$ cat config.mk
export PLATFORM = sky130hd
export DESIGN_NAME = sdram_pwrup_seq
export DESIGN_NICKNAME = d
export VERILOG_FILES = /design/src/rtl/sdram_pwrup_pkg.sv /design/src/rtl/sdram_pwrup_timer.sv /design/src/rtl/sdram_pwrup_ctrl.sv /design/src/rtl/sdram_pwrup_cmd_enc.sv /design/src/rtl/sdram_pwrup_seq.sv
export SDC_FILE = /design/constraint.sdc
export NUM_CORES = 1
export LEC_CHECK = 0
export CORE_ASPECT_RATIO = 1.25
export CORE_UTILIZATION = 40
export DETAILED_ROUTE_END_ITERATION = 8
export PLACE_DENSITY = 0.71
export SLEW_MARGIN = 20
export SYNTH_ARGS = -nofsm -noshare
export SYNTH_HDL_FRONTEND = slang
export SYNTH_SLANG_ARGS = --single-unit
$ cat constraint.sdc
create_clock -name clk -period 4.5 [get_ports clk]
set_input_delay 0.45 -clock clk [delete_from_list [all_inputs] [get_ports clk]]
set_output_delay 0.45 -clock clk [all_outputs]
set_load 0.03 [all_outputs]
$ cat src/rtl/sdram_pwrup_pkg.sv
// Shared types for the SDRAM power-up sequencer.
// Assumes: a single controller clock domain; encodings are internal only.
package sdram_pwrup_pkg;

    typedef enum logic [3:0] {
        ST_IDLE,
        ST_CKE_WAIT,
        ST_PRE,
        ST_PRE_WAIT,
        ST_AREF,
        ST_AREF_GAP,
        ST_AREF_WAIT,
        ST_MRS,
        ST_MRS_WAIT,
        ST_HANDOVER
    } pwr_state_t;

    typedef enum logic [2:0] {
        CMD_DESEL,
        CMD_NOP,
        CMD_PRE_ALL,
        CMD_AREF,
        CMD_MRS
    } sdr_cmd_t;

    // Mode word layout: burst code in the low bits, CAS latency above it.
    localparam int MW_CAS_LSB  = 4;
    localparam int AUTO_PRE_BIT = 10;

endpackage

$ cat src/rtl/sdram_pwrup_timer.sv
// Down-counter for the wait windows.
// Assumes: load_val is the window length minus one; zero marks the last cycle.
module sdram_pwrup_timer #(
    parameter int TMR_W = 16
) (
    input  logic             clk,
    input  logic             rst_n,
    input  logic             load,
    input  logic [TMR_W-1:0] load_val,
    output logic             zero
);
    logic [TMR_W-1:0] cnt_q;

    // Load a new window or count the current one down to zero.
    always_ff @(posedge clk) begin
        if (!rst_n) begin
            cnt_q <= '0;
        end else if (load) begin
            cnt_q <= load_val;
        end else if (cnt_q != '0) begin
            cnt_q <= cnt_q - 1'b1;
        end
    end

    assign zero = (cnt_q == '0);
endmodule

$ cat src/rtl/sdram_pwrup_ctrl.sv
// Step sequencer: owns the state, captured configuration and status flags.
// Assumes: the timer's zero output refers to the window loaded on entry to
// the current wait state; configuration is sampled only on an accepted start.
module sdram_pwrup_ctrl
    import sdram_pwrup_pkg::*;
#(
    parameter int CLK_PER_US   = 100,
    parameter int PWR_WAIT_US  = 200,
    parameter int STEP_WAIT_US = 100,
    parameter int AREF_FIELD   = 7,
    parameter int NUM_CS       = 2,
    parameter int TGT_W        = 2,
    parameter int TRC_W        = 4,
    parameter int REF_W        = 14,
    parameter int DEF_REF_CNT  = 8196,
    parameter int TMR_W        = 16,
    parameter int CS_IDX_W     = 1
) (
    input  logic                clk,
    input  logic                rst_n,
    input  logic                start,
    input  logic                two_banks,
    input  logic [TGT_W-1:0]    tgt_first,
    input  logic [TGT_W-1:0]    tgt_second,
    input  logic [2:0]          cas_lat,
    input  logic [TRC_W-1:0]    t_rc,
    input  logic [REF_W-1:0]    ref_count,
    input  logic                tmr_zero,
    output logic                tmr_load,
    output logic [TMR_W-1:0]    tmr_val,
    output sdr_cmd_t            cmd,
    output logic [CS_IDX_W-1:0] tgt_sel,
    output logic [2:0]          cas_sel,
    output logic                cke,
    output logic                ref_load,
    output logic [REF_W:0]      ref_period,
    output logic                ctrl_en,
    output logic                busy,
    output logic                done,
    output logic                err
);
    localparam int WAIT_LONG  = PWR_WAIT_US * CLK_PER_US;
    localparam int WAIT_SHORT = STEP_WAIT_US * CLK_PER_US;
    localparam int AREF_W     = (AREF_FIELD > 0) ? $clog2(AREF_FIELD + 1) : 1;
    localparam logic [TMR_W-1:0] LONG_LOAD  = TMR_W'(WAIT_LONG - 1);
    localparam logic [TMR_W-1:0] SHORT_LOAD = TMR_W'(WAIT_SHORT - 1);

    pwr_state_t          state_q, state_d;
    logic                bank_q;
    logic [AREF_W-1:0]   aref_q;
    logic                two_q;
    logic [CS_IDX_W-1:0] tgt_q [2];
    logic [TRC_W-1:0]    trc_q;
    logic [2:0]          cas_q;
    logic [REF_W-1:0]    ref_q;
    logic                cke_q, done_q, en_q, err_q;
    logic                accept, bad_tgt, last_aref, last_bank;

    // A target index beyond the chip-select lines refuses the start.
    assign bad_tgt   = (int'(tgt_first) >= NUM_CS) ||
                       (two_banks && (int'(tgt_second) >= NUM_CS));
    assign accept    = start && (state_q == ST_IDLE);
    assign last_aref = (aref_q == AREF_W'(AREF_FIELD));
    assign last_bank = (bank_q == two_q);

    // Next-state and timer-load decisions for the fixed step order.
    always_comb begin
        state_d  = state_q;
        tmr_load = 1'b0;
        tmr_val  = '0;
        unique case (state_q)
            ST_IDLE: if (accept && !bad_tgt) begin
                state_d = ST_CKE_WAIT; tmr_load = 1'b1; tmr_val = LONG_LOAD;
            end
            ST_CKE_WAIT: if (tmr_zero) state_d = ST_PRE;
            ST_PRE: begin
                state_d = ST_PRE_WAIT; tmr_load = 1'b1; tmr_val = SHORT_LOAD;
            end
            ST_PRE_WAIT: if (tmr_zero) state_d = ST_AREF;
            ST_AREF: begin
                if (last_aref) begin
                    state_d = ST_AREF_WAIT; tmr_load = 1'b1; tmr_val = SHORT_LOAD;
                end else if (trc_q > TRC_W'(1)) begin
                    state_d  = ST_AREF_GAP;
                    tmr_load = 1'b1;
                    tmr_val  = TMR_W'(trc_q) - TMR_W'(2);
                end
            end
            ST_AREF_GAP:  if (tmr_zero) state_d = ST_AREF;
            ST_AREF_WAIT: if (tmr_zero) state_d = ST_MRS;
            ST_MRS: begin
                state_d = ST_MRS_WAIT; tmr_load = 1'b1; tmr_val = SHORT_LOAD;
            end
            ST_MRS_WAIT: if (tmr_zero) state_d = ST_HANDOVER;
            ST_HANDOVER: begin
                if (last_bank) begin
                    state_d = ST_IDLE;
                end else begin
                    state_d = ST_CKE_WAIT; tmr_load = 1'b1; tmr_val = LONG_LOAD;
                end
            end
            default: state_d = ST_IDLE;
        endcase
    end

    // State, captured configuration, burst counter and status flags.
    always_ff @(posedge clk) begin
        if (!rst_n) begin
            state_q  <= ST_IDLE;
            bank_q   <= 1'b0;
            aref_q   <= '0;
            two_q    <= 1'b0;
            tgt_q[0] <= '0;
            tgt_q[1] <= '0;
            trc_q    <= '0;
            cas_q    <= '0;
            ref_q    <= '0;
            cke_q    <= 1'b0;
            done_q   <= 1'b0;
            en_q     <= 1'b0;
            err_q    <= 1'b0;
        end else begin
            state_q <= state_d;
            if (accept) begin
                done_q <= 1'b0;
                en_q   <= 1'b0;
                err_q  <= bad_tgt;
                if (!bad_tgt) begin
                    cke_q    <= 1'b1;
                    bank_q   <= 1'b0;
                    two_q    <= two_banks;
                    tgt_q[0] <= tgt_first[CS_IDX_W-1:0];
                    tgt_q[1] <= tgt_second[CS_IDX_W-1:0];
                    trc_q    <= t_rc;
                    cas_q    <= cas_lat;
                    ref_q    <= (ref_count == '0) ? REF_W'(DEF_REF_CNT) : ref_count;
                end
            end
            if (state_q == ST_PRE) begin
                aref_q <= '0;
            end else if (state_q == ST_AREF && !last_aref) begin
                aref_q <= aref_q + 1'b1;
            end
            if (state_q == ST_HANDOVER) begin
                if (last_bank) begin
                    done_q <= 1'b1;
                    en_q   <= 1'b1;
                end else begin
                    bank_q <= 1'b1;
                end
            end
        end
    end

    // Map the current step onto the command the pins should carry.
    always_comb begin
        unique case (state_q)
            ST_IDLE: cmd = CMD_DESEL;
            ST_PRE:  cmd = CMD_PRE_ALL;
            ST_AREF: cmd = CMD_AREF;
            ST_MRS:  cmd = CMD_MRS;
            default: cmd = CMD_NOP;
        endcase
    end

    assign tgt_sel    = tgt_q[bank_q];
    assign cas_sel    = cas_q;
    assign cke        = cke_q;
    assign busy       = (state_q != ST_IDLE);
    assign ref_load   = (state_q == ST_HANDOVER);
    assign ref_period = {ref_q, 1'b0};
    assign ctrl_en    = en_q;
    assign done       = done_q;
    assign err        = err_q;
endmodule

$ cat src/rtl/sdram_pwrup_cmd_enc.sv
// Turns an abstract command into SDRAM command pins.
// Assumes: tgt is a valid chip-select index whenever cmd is not DESEL.
module sdram_pwrup_cmd_enc
    import sdram_pwrup_pkg::*;
#(
    parameter int NUM_CS   = 2,
    parameter int CS_IDX_W = 1,
    parameter int BA_W     = 2,
    parameter int ADDR_W   = 13
) (
    input  sdr_cmd_t            cmd,
    input  logic [CS_IDX_W-1:0] tgt,
    input  logic [2:0]          cas_lat,
    output logic [NUM_CS-1:0]   cs_n,
    output logic                ras_n,
    output logic                cas_n,
    output logic                we_n,
    output logic [BA_W-1:0]     ba,
    output logic [ADDR_W-1:0]   addr
);
    // One active-low select per chip-select line.
    for (genvar g = 0; g < NUM_CS; g++) begin : g_cs
        assign cs_n[g] = !((cmd != CMD_DESEL) && (tgt == CS_IDX_W'(g)));
    end

    // Strobe pattern and address content for each command.
    always_comb begin
        ras_n = 1'b1;
        cas_n = 1'b1;
        we_n  = 1'b1;
        ba    = '0;
        addr  = '0;
        unique case (cmd)
            CMD_PRE_ALL: begin
                ras_n = 1'b0;
                we_n  = 1'b0;
                addr[AUTO_PRE_BIT] = 1'b1;
            end
            CMD_AREF: begin
                ras_n = 1'b0;
                cas_n = 1'b0;
            end
            CMD_MRS: begin
                ras_n = 1'b0;
                cas_n = 1'b0;
                we_n  = 1'b0;
                addr[MW_CAS_LSB +: 3] = cas_lat;
            end
            default: ;
        endcase
    end
endmodule

$ cat src/rtl/sdram_pwrup_seq.sv
// Top of the SDRAM power-up sequencer: sequencer, wait timer, pin encoder.
// Assumes: one clock; start sampled only while idle; NUM_CS <= 2**TGT_W.
module sdram_pwrup_seq
    import sdram_pwrup_pkg::*;
#(
    parameter int CLK_PER_US   = 100,
    parameter int PWR_WAIT_US  = 200,
    parameter int STEP_WAIT_US = 100,
    parameter int AREF_FIELD   = 7,
    parameter int NUM_CS       = 2,
    parameter int TGT_W        = 2,
    parameter int TRC_W        = 4,
    parameter int REF_W        = 14,
    parameter int DEF_REF_CNT  = 8196,
    parameter int BA_W         = 2,
    parameter int ADDR_W       = 13
) (
    input  logic               clk,
    input  logic               rst_n,
    input  logic               start,
    input  logic               two_banks,
    input  logic [TGT_W-1:0]   tgt_first,
    input  logic [TGT_W-1:0]   tgt_second,
    input  logic [2:0]         cas_lat,
    input  logic [TRC_W-1:0]   t_rc,
    input  logic [REF_W-1:0]   ref_count,
    output logic               cke,
    output logic [NUM_CS-1:0]  cs_n,
    output logic               ras_n,
    output logic               cas_n,
    output logic               we_n,
    output logic [BA_W-1:0]    ba,
    output logic [ADDR_W-1:0]  addr,
    output logic               ref_load,
    output logic [REF_W:0]     ref_period,
    output logic               ctrl_en,
    output logic               busy,
    output logic               done,
    output logic               err
);
    localparam int LONGEST  = PWR_WAIT_US * CLK_PER_US;
    localparam int TMR_RAW  = $clog2(LONGEST + 1);
    localparam int TMR_W    = (TMR_RAW > TRC_W) ? TMR_RAW : TRC_W;
    localparam int CS_IDX_W = (NUM_CS > 1) ? $clog2(NUM_CS) : 1;

    logic                tmr_load, tmr_zero;
    logic [TMR_W-1:0]    tmr_val;
    sdr_cmd_t            cmd;
    logic [CS_IDX_W-1:0] tgt_sel;
    logic [2:0]          cas_sel;

    sdram_pwrup_ctrl #(
        .CLK_PER_US(CLK_PER_US), .PWR_WAIT_US(PWR_WAIT_US),
        .STEP_WAIT_US(STEP_WAIT_US), .AREF_FIELD(AREF_FIELD),
        .NUM_CS(NUM_CS), .TGT_W(TGT_W), .TRC_W(TRC_W), .REF_W(REF_W),
        .DEF_REF_CNT(DEF_REF_CNT), .TMR_W(TMR_W), .CS_IDX_W(CS_IDX_W)
    ) u_ctrl (
        .clk(clk), .rst_n(rst_n), .start(start), .two_banks(two_banks),
        .tgt_first(tgt_first), .tgt_second(tgt_second), .cas_lat(cas_lat),
        .t_rc(t_rc), .ref_count(ref_count), .tmr_zero(tmr_zero),
        .tmr_load(tmr_load), .tmr_val(tmr_val), .cmd(cmd), .tgt_sel(tgt_sel),
        .cas_sel(cas_sel), .cke(cke), .ref_load(ref_load),
        .ref_period(ref_period), .ctrl_en(ctrl_en), .busy(busy),
        .done(done), .err(err)
    );

    sdram_pwrup_timer #(.TMR_W(TMR_W)) u_timer (
        .clk(clk), .rst_n(rst_n), .load(tmr_load), .load_val(tmr_val),
        .zero(tmr_zero)
    );

    sdram_pwrup_cmd_enc #(
        .NUM_CS(NUM_CS), .CS_IDX_W(CS_IDX_W), .BA_W(BA_W), .ADDR_W(ADDR_W)
    ) u_enc (
        .cmd(cmd), .tgt(tgt_sel), .cas_lat(cas_sel), .cs_n(cs_n),
        .ras_n(ras_n), .cas_n(cas_n), .we_n(we_n), .ba(ba), .addr(addr)
    );
endmodule

==> results of run 1 <==
==> worst min path at each step <==
stage | endpoint | slack (ns) | cells past startpoint
2_1_floorplan | u_ctrl.cas_sel[0]$_SDFFE_PN0P_ | 0.44 | 1
3_3_place_gp | u_ctrl.ref_q[13]$_SDFFE_PN0P_ | 0.44 | 2
3_5_place_dp | u_ctrl.done$_SDFF_PN0_ | 0.45 | 2
4_1_cts | u_ctrl.done$_SDFF_PN0_ | 0.47 | 2
5_1_grt | u_ctrl.done$_SDFF_PN0_ | 0.48 | 2
6_report | u_ctrl.ctrl_en$_SDFF_PN0_ | 0.46 | 2
==> routing by layer <==
| layer | global-route usage [%] | wire (um) | vias to the layer above |
|---|---|---|---|
| li1 | - | - | 1064 |
| met1 | 21.6 | 2420 | 989 |
| met2 | 31.0 | 2830 | 65 |
| met3 | 4.58 | 346 | 9 |
| met4 | 4.41 | 53 | 0 |
| met5 | 0 | 0 | - |
==> cell usage in the layout, fill, tap and decap left out, drive strengths merged, types with 2 or more instances in the layout <==
cell,count
o31a,2
nand3,4
a221oi,2
or2,2
and3,3
nor2,21
xnor2,10
a211oi,5
nand3b,3
ha,4
buf,2
nor4,10
a21oi,13
inv,12
conb,12
edfxtp,2
nor4b,3
clkbuf,6
nor3,4
dfxtp,50
nand4,4
a21o,3
nand2,22
o21ai,9
nor2b,3
nand4b,2
bufinv,2
nor3b,2
clkdlybuf4s50,57
a22o,19
and2,4
mux2i,4
xor2,6
==> cell families after synthesis <==
family          share of synthesized area, %
simple gates                            20.8
mux                                     1.59
fa+ha+maj                               1.99
xor+xnor                                5.58
flops                                   42.2
compound gates                          20.1
buf+inv                                 7.57
other cells                            0.149
==> Yosys cell counts, types with 2 or more instances <==
master and instances:
a211oi_1 5, a21o_1 3, a21oi_1 13, a221oi_2 2, a22o_1 19, and2_1 4
and3_1 3, buf_2 5, buf_4 12, clkbuf_1 8, dfxtp_1 50, edfxtp_1 2
ha_1 4, inv_1 11, mux2i_1 4, nand2_1 22, nand3_1 4, nand3b_1 3
nand4_1 4, nand4b_1 2, nor2_1 21, nor2b_1 3, nor3_1 3, nor4_1 9
nor4b_1 3, o21ai_0 9, o31a_1 2, or2_2 2, xnor2_1 10, xor2_1 6
==> through the flow <==
| stage | setup WS [ns] | instance area [um2] | hold WS (ns) | std cells | power [mW] |
|---|---|---|---|---|---|
| floorplan | 1.85 | 2550 | 0.441 | 283 | 1.25 |
| global placement | 1.93 | 3100 | 0.440 | 399 | 1.43 |
| detailed placement | 1.86 | 3100 | 0.454 | 399 | 1.45 |
| CTS | 1.73 | 3240 | 0.467 | 407 | 1.83 |
| global route | 1.58 | 3240 | 0.481 | 407 | 1.94 |
| finish | 1.73 | 3240 | 0.465 | 407 | 1.81 |
==> tightest hold or removal path, cell delays in order (launching register included) <==
cell and delay (ns):
dfxtp_1 0.32, nand2_1 0.05, a21oi_1 0.05
==> sequential cells by signal, summed over array words and instances (netlist names), 2 cells and up, named ones only <==
register        cells
u_timer.cnt_q      15
u_ctrl.ref_q       14
u_ctrl.state_q      4
u_ctrl.trc_q        4
u_ctrl.aref_q       3
u_ctrl.cas_sel      3
u_ctrl.tgt_q        2
==> area by class of cell <==
type / instances / area share (%)
Tap cell: 82 / 3.17
Clock inverter: 2 / 1.86
Sequential cell: 52 / 32.8
Timing Repair Buffer: 59 / 18.1
Inverter: 12 / 1.39
Clock buffer: 6 / 2.24
Multi-Input combinational cell: 194 / 40.4
==> power groups by stage <==
stage	Clock (mW)	Sequential (mW)	Combinational [mW]
floorplan	0	0.661	0.587
global placement	0	0.670	0.764
detailed placement	0	0.671	0.778
CTS	0.381	0.663	0.782
global route	0.399	0.677	0.859
finish	0.375	0.663	0.775
==> impl_metrics.tcl, run 1 <==
set metrics [dict create \
    synth.area.top_cells "dfxtp_1, a22o_1, buf_4, xnor2_1, nand2_1" \
    fmax_mhz 361 \
    grt_max_degree 24 \
    cts_buffers 5 \
    p_comb_share_pct 42.8 \
    crit_type "reg2out" \
    powerDensity_mw_per_mm2 561 \
    maxCapViolations 0 \
    synthCells 272 \
    die_w_um 72.9 \
    cp.arrival_ns 2.32 \
    port_buffers 57 \
    wl_per_cell_um 13.9 \
    die_area_mm2 0.00660 \
    crit_family "flip-flops" \
    syn-cell-area_mm2 0.00251 \
    htree_num_levels 2 \
    power.switching_uw 687 \
    fin_util_pct 54.5 \
    postSynthRegisterBits 52 \
    start_util_pct 42.3 \
    seqPwrFrac_pct 36.6 \
    path_cells "and4b_1, and2_1, clkdlybuf4s50_1" \
    holdCritStartpoint "u_ctrl.ctrl_en$_SDFF_PN0_" \
    regArea_mm2 0.00106 \
    n_antenna_cell 0 \
    tritoncts "built" \
    p_leak_nw 1.25 \
    r2r_cells 6 \
    drtPass1Iterations 4 \
    initialDrtViolationCount 127 \
    drive_above_1_share_pct 6.46 \
    drtAntennaViolNets 0 \
    peakVddDrop_mv 0.235 \
    endpoint_kind "primary output" \
    row_count 31 \
    grt_pass1_wl_mm 9.47 \
    setup_viol 0 \
    syn_area_per_cell_um2 9.24 \
    cts_root_buf "clkbuf_8" \
    grt_usage_pct 17.9 \
    path_depth 3 \
    internal-power_mw 1.13 \
    finClkSkew_ns 0.00461 \
    hp-class "reg2reg" \
    slowest_stage "dfxtp_1" \
    clockPowerShare_pct 20.7 \
    grt.overflow.total 0 \
    synth.largest_area_cell "dfxtp_1" \
    max_stage_delay_ns 0.71 \
    vias 2127 \
    yosysSeqAreaShare_pct 42.2 \
    coreArea_mm2 0.00593 \
    syn_to_final_growth_pct 28.8 \
    ys_types 54 \
    worstSkewPairLatency_ns 0.30 \
    synth_edf_count 2 \
    post_cts_buffers 0 \
    die_h_um 90.6 \
    dpl.hpwl_mm 4.08 \
    startpoint "u_ctrl.state_q[1]$_SDFFE_PN0P_" \
    timing.rr.end "u_ctrl.ref_q[2]$_SDFFE_PN0P_" \
    via_per_inst 5.23 \
    cts_resized 0 \
    path_max_fanout 19 \
    ys_warn_count 0 \
    cp.required_ns 4.05 \
    switching_share_pct 37.9 \
    worst_pin_slew_ns 0.889 \
    multiInputGateArea_mm2 0.00131 \
    period_minus_slack_ns 2.77 \
    num_io_pins 70 \
    cp_num_buf_inv 1 \
    synth_top_area_share_pct 39.8 \
    cts_buffer_depth 2 \
    async_flop_share_pct 0 \
    antenna_found_initial 0 \
    post-route-period-util_pct 61.6 \
    clock-sinks 52 \
    gp_congestion 0.785 \
    status "completed" \
    num-nets-final 357 \
    regToRegSetupSlack_ns 1.96 \
    slew_headroom_pct 40.2 \
    grt_setup_unrepaired "no" \
    start_kind "flip-flop" \
    wirelength_mm 5.64 \
    clk_pin_slew_ns 0.09 \
    fill_cells 548 \
    rr_startpoint "u_ctrl.state_q[1]$_SDFFE_PN0P_" \
    drc 0 \
    finalHoldViolations 0 \
    synth_flop_cell "dfxtp_1" \
    slew_violations 0 \
    first_global_vias 2124 \
    tns_ns 0 \
    cts_hold_repair.buffers 0 \
    endpoint "addr[5]" \
]
Power figures use the tool's default switching activity.
==> run 2, diff against run 1 <==
- clock period: 4.5 -> 2.57 ns (I/O delays scaled with it)
==> run 2 against run 1 <==
Effect of this change: sequential cell count is the same; sequential power is 72% higher; clock power up 74%; via count rose by 4.0%; non-clock buffer count rose by 19; worst setup slack lost 1.6 ns; core utilization grew 3.0 points; die area unchanged; total power is 83% higher; clock skew is 0.0017 ns higher; critical path depth grew 2; critical path type unchanged; highest routed layer unchanged.
==> impl_metrics.tcl, run 2 (synthesis results as in run 1) <==
set metrics [dict create \
    final_cell_area_mm2 0.00341 \
    start_util_pct 42.3 \
    drc 0 \
    maxCapViolations 0 \
    fill_cells 560 \
    max_stage_delay_ns 0.70 \
    n_antenna_cell 0 \
    placed_area_mm2 0.00325 \
    start_kind "flip-flop" \
    initialDrtViolationCount 88 \
    slew_headroom_pct 66.7 \
    die_area_mm2 0.00660 \
    grt_usage_pct 18.5 \
    status "completed" \
    mostFrequentLayoutCell "clkdlybuf4s50_1" \
    largest_registers "u_timer.cnt_q (15), u_ctrl.ref_q (14)" \
    post-route-period-util_pct 95.6 \
    place_ws_ns -0.00209 \
    grt.overflow.total 0 \
    drtAntennaViolNets 0 \
    tritoncts "built" \
    row_count 31 \
    grt_pass1_wl_mm 9.94 \
    dpl.hpwl_mm 4.44 \
    cts_root_buf "clkbuf_8" \
    powerDensity_mw_per_mm2 973 \
    num_io_pins 70 \
    finClkSkew_ns 0.00629 \
    finalHoldViolations 0 \
    fmax_mhz 407 \
    p_leak_nw 1.36 \
    crit_type "reg2out" \
    gp_congestion 0.830 \
    peakVddDrop_mv 0.444 \
    path_cells "buf_4, inv_1, and3_1, nor3_1, clkdlybuf4s50_1" \
    totalPowerFinal_mw 3.32 \
    hp-class "reg2reg" \
    cp.arrival_ns 2.20 \
    setup_slack_ns 0.112 \
    clock-sinks 52 \
    cp.required_ns 2.31 \
    via_per_inst 5.19 \
    regMostFlops "u_timer.cnt_q" \
    endpoint_kind "primary output" \
    htree_num_levels 2 \
    wirelength_mm 5.81 \
    worst_pin_slew_ns 0.494 \
    cts_buffer_depth 2 \
    die_w_um 72.9 \
    cts_hold_repair.buffers 0 \
    drive_above_1_share_pct 12.8 \
    period_minus_slack_ns 2.46 \
    grt_setup_unrepaired "no" \
    port_buffers 57 \
    largest_reg_flops 15 \
    worstSkewPairLatency_ns 0.30 \
    num-nets-final 376 \
    die_h_um 90.6 \
    slew_violations 0 \
    vias 2212 \
    first_global_vias 2171 \
    slowest_stage "clkdlybuf4s50_1" \
    path_max_fanout 9 \
    clk_pin_slew_ns 0.09 \
    cts_buffers 5 \
    wl_per_cell_um 13.6 \
    tns_ns 0 \
    setup_viol 0 \
    final_cell_mix "clkdlybuf4s50_1, dfxtp_1, nand2_1, nor2_1, buf_4" \
    grt_max_degree 22 \
    coreArea_mm2 0.00593 \
    syn_to_final_growth_pct 35.9 \
    antenna_found_initial 0 \
    drtPass1Iterations 4 \
]
## run 2: layout make-up
type                       instances  area (um2)  area share, %
tap                               82         103           3.01
clock inverter                     2        60.1           1.76
clock buffer                       6        72.6           2.13
multi-input combinational        194        1330           38.9
sequential                        52        1060           31.2
timing repair buffer              78         741           21.7
inverter                          12        45.0           1.32
## run 2: what timing repair did
action,4_1_cts,5_1_grt
endpoints found under the setup margin,6,10
pin swaps,0,1
endpoints found under the hold margin,0,0
gates resized for setup,2,2
setup buffers,0,2
## run 2: worst max-delay path: cells and delay by family, from the launching register on
| family | cells | cell delay (ns) |
|---|---|---|
| and+or+nand+nor | 2 | 0.36 |
| buffers and inverters | 3 | 0.99 |
| DFF | 1 | 0.55 |
## run 2: where the power goes
group          internal (mW)  switching [mW]  leakage [nW]  total (mW)
combinational          0.713           0.814         0.865        1.53
sequential             0.972           0.169         0.430        1.14
clock                  0.389           0.264        0.0654       0.653
## run 2: through the flow
step	util [%]	cells	hold slack (ns)
after floorplan	-	283	0.366
after global placement	54.8	416	0.430
after detailed placement	54.8	416	0.436
after CTS	57.2	424	0.453
after global routing	57.5	426	0.496
final	57.5	426	0.450
## run 2: path summary, 6_finish.rpt
| check | startpoint | endpoint | slack [ns] | depth (start not counted) |
|---|---|---|---|---|
| worst min-delay path | u_ctrl.ref_q[2]$_SDFFE_PN0P_ | u_ctrl.ref_q[2]$_SDFFE_PN0P_ | 0.45 | 2 |
| worst max register to register | u_ctrl.state_q[0]$_SDFFE_PN0P_ | u_ctrl.ref_q[2]$_SDFFE_PN0P_ | 0.30 | 8 |
| worst min register to register | u_ctrl.ref_q[2]$_SDFFE_PN0P_ | u_ctrl.ref_q[2]$_SDFFE_PN0P_ | 0.45 | 2 |
| worst max-delay path | u_ctrl.state_q[0]$_SDFFE_PN0P_ | ras_n | 0.11 | 5 |
## run 2: routing by layer
metal	share of wire [%]	global-route usage (%)	vias up
met1	44	23.2	1048
li1	-	-	1099
met2	50	31.7	58
met5	0	0	-
met4	0.95	4.08	0
met3	5.1	4.46	7
==> run 3, diff against run 2 <==
- CORE_MARGIN: not set -> 10
==> run 3 against run 2 <==
Effect of this change: via count shrank 2.2%; core utilization is 3.2 points lower; maximum frequency rose by 0.27%; sequential cell count unchanged; sequential power about the same; register-to-register slack got worse by 0.05 ns; worst setup slack improved by 0.0066 ns; sequential share of layout area up 0.78 points; critical path type unchanged; highest routed layer unchanged.
==> impl_metrics.tcl, run 3 (synthesis results as in run 1) <==
set metrics [dict create \
    peakVddDrop_mv 0.363 \
    worst_pin_slew_ns 0.599 \
    grt_pass1_wl_mm 10.2 \
    fmax_mhz 408 \
    finClkSkew_ns 0.0102 \
    port_buffers 57 \
    drtPass1Iterations 4 \
    largest_registers "u_timer.cnt_q (15), u_ctrl.ref_q (14)" \
    drtAntennaViolNets 0 \
    drc 0 \
    path_depth 3 \
    num_io_pins 70 \
    worstSkewPairLatency_ns 0.31 \
    max_stage_delay_ns 0.70 \
    cp.arrival_ns 2.19 \
    path_cells "and4b_1, nor3_1, clkdlybuf4s50_1" \
    top_layer_used "met4" \
    tns_ns 0 \
    die_w_um 90.9 \
    endpoint_kind "primary output" \
    regMostFlops "u_timer.cnt_q" \
    maxCapViolations 0 \
    tritoncts "built" \
    die_h_um 109 \
    vias 2164 \
    via_per_inst 5.15 \
    crit_type "reg2out" \
    n_antenna_cell 0 \
    grt.overflow.total 0 \
    whs_path_depth 2 \
    coreArea_mm2 0.00613 \
    cp.required_ns 2.31 \
    path_max_fanout 13 \
    drive_above_1_share_pct 10.7 \
    dpl.hpwl_mm 4.82 \
    wl_per_cell_um 15.0 \
    cts_buffers 5 \
    r2r_cells 5 \
    syn_to_final_growth_pct 32.5 \
    grt_usage_pct 12.5 \
    placed_area_mm2 0.00320 \
    die_area_mm2 0.00987 \
    wl_met3_um 614 \
    drt-met1-wl_mm 2.60 \
    clk_pin_slew_ns 0.10 \
    slew_headroom_pct 59.9 \
    powerDensity_mw_per_mm2 967 \
    post-route-period-util_pct 95.4 \
    status "completed" \
    row_count 32 \
    initialDrtViolationCount 129 \
    cts_root_buf "clkbuf_8" \
    hp-class "reg2reg" \
    regToRegSetupSlack_ns 0.25 \
    period_minus_slack_ns 2.45 \
    gp_congestion 0.806 \
    crit_family "buffers and inverters" \
    cp_num_buf_inv 1 \
    wirelength_mm 6.29 \
    grt_setup_unrepaired "no" \
    antenna_found_initial 0 \
    post_cts_buffers 0 \
    p_leak_nw 1.30 \
    finalHoldViolations 0 \
    mostFrequentLayoutCell "clkdlybuf4s50_1" \
    met2_length_mm 2.98 \
    start_util_pct 41.0 \
    cts_buffer_depth 2 \
    grt_max_degree 23 \
    largest_reg_flops 15 \
    final_cell_area_mm2 0.00333 \
    start_kind "flip-flop" \
    num-nets-final 367 \
    htree_num_levels 2 \
    slew_violations 0 \
    slowest_stage "clkdlybuf4s50_1" \
    clock-sinks 52 \
    final_cell_mix "clkdlybuf4s50_1, dfxtp_1, nand2_1, nor2_1, a22o_1" \
    setup_viol 0 \
    first_global_vias 2214 \
]
-- run 3: cell count changes in the layout (fill, tap and decap cells not counted), sizes merged --
cell,before,now
buf,21,12
clkinv,0,1
bufinv,2,1
-- run 3: cell type report --
type	count	area, um2
Clock inverter	2	38.8
Timing Repair Buffer	69	673
Clock buffer	6	82.6
Fill cell	567	2800
Tap cell	85	106
Inverter	12	45.0
Sequential cell	52	1060
Multi-Input combinational cell	194	1320
-- run 3: power breakdown --
part / switching [mW] / internal (mW)
logic: 0.792 / 0.684
clock network: 0.281 / 0.319
registers: 0.172 / 0.972
-- run 3: final timing paths --
kind,from,to
setup / recovery,u_ctrl.state_q[3]$_SDFFE_PN0P_,ras_n
hold / removal,u_ctrl.ref_q[13]$_SDFFE_PN0P_,u_ctrl.ref_q[13]$_SDFFE_PN0P_
setup reg to reg,u_ctrl.state_q[3]$_SDFFE_PN0P_,u_timer.cnt_q[0]$_SDFFE_PN0P_
hold reg to reg,u_ctrl.ref_q[13]$_SDFFE_PN0P_,u_ctrl.ref_q[13]$_SDFFE_PN0P_
-- run 3: timing repair --
action / in CTS / in global routing
hold buffers: 0 / 0
gates resized for setup: 1 / 2
gates cloned: 0 / 0
setup endpoints to repair: 1 / 4
-- run 3: tightest hold or removal path: cells and delay by family, from the launching register on --
family	cells	cell delay, ns
simple gates	2	0.09
flops	1	0.33
-- run 3: stage by stage --
stage / hold WS, ns / setup slack [ns] / cells / util [%] / power, mW
detailed placement: 0.436 / 0.241 / 412 / 52.2 / 2.63
floorplan: 0.366 / 0.263 / 283 / - / 2.19
global route: 0.482 / 0.0451 / 420 / 54.4 / 3.43
finish: 0.452 / 0.118 / 420 / 54.4 / 3.22
CTS: 0.453 / 0.0558 / 420 / 54.2 / 3.24
global placement: 0.432 / 0.297 / 412 / 52.2 / 2.60
-- run 3: layer usage --
layer	global-route usage [%]	vias up
met5	0	-
met4	3.92	0
met3	6.17	11
met2	21.6	68
met1	13.1	1003
li1	-	1082
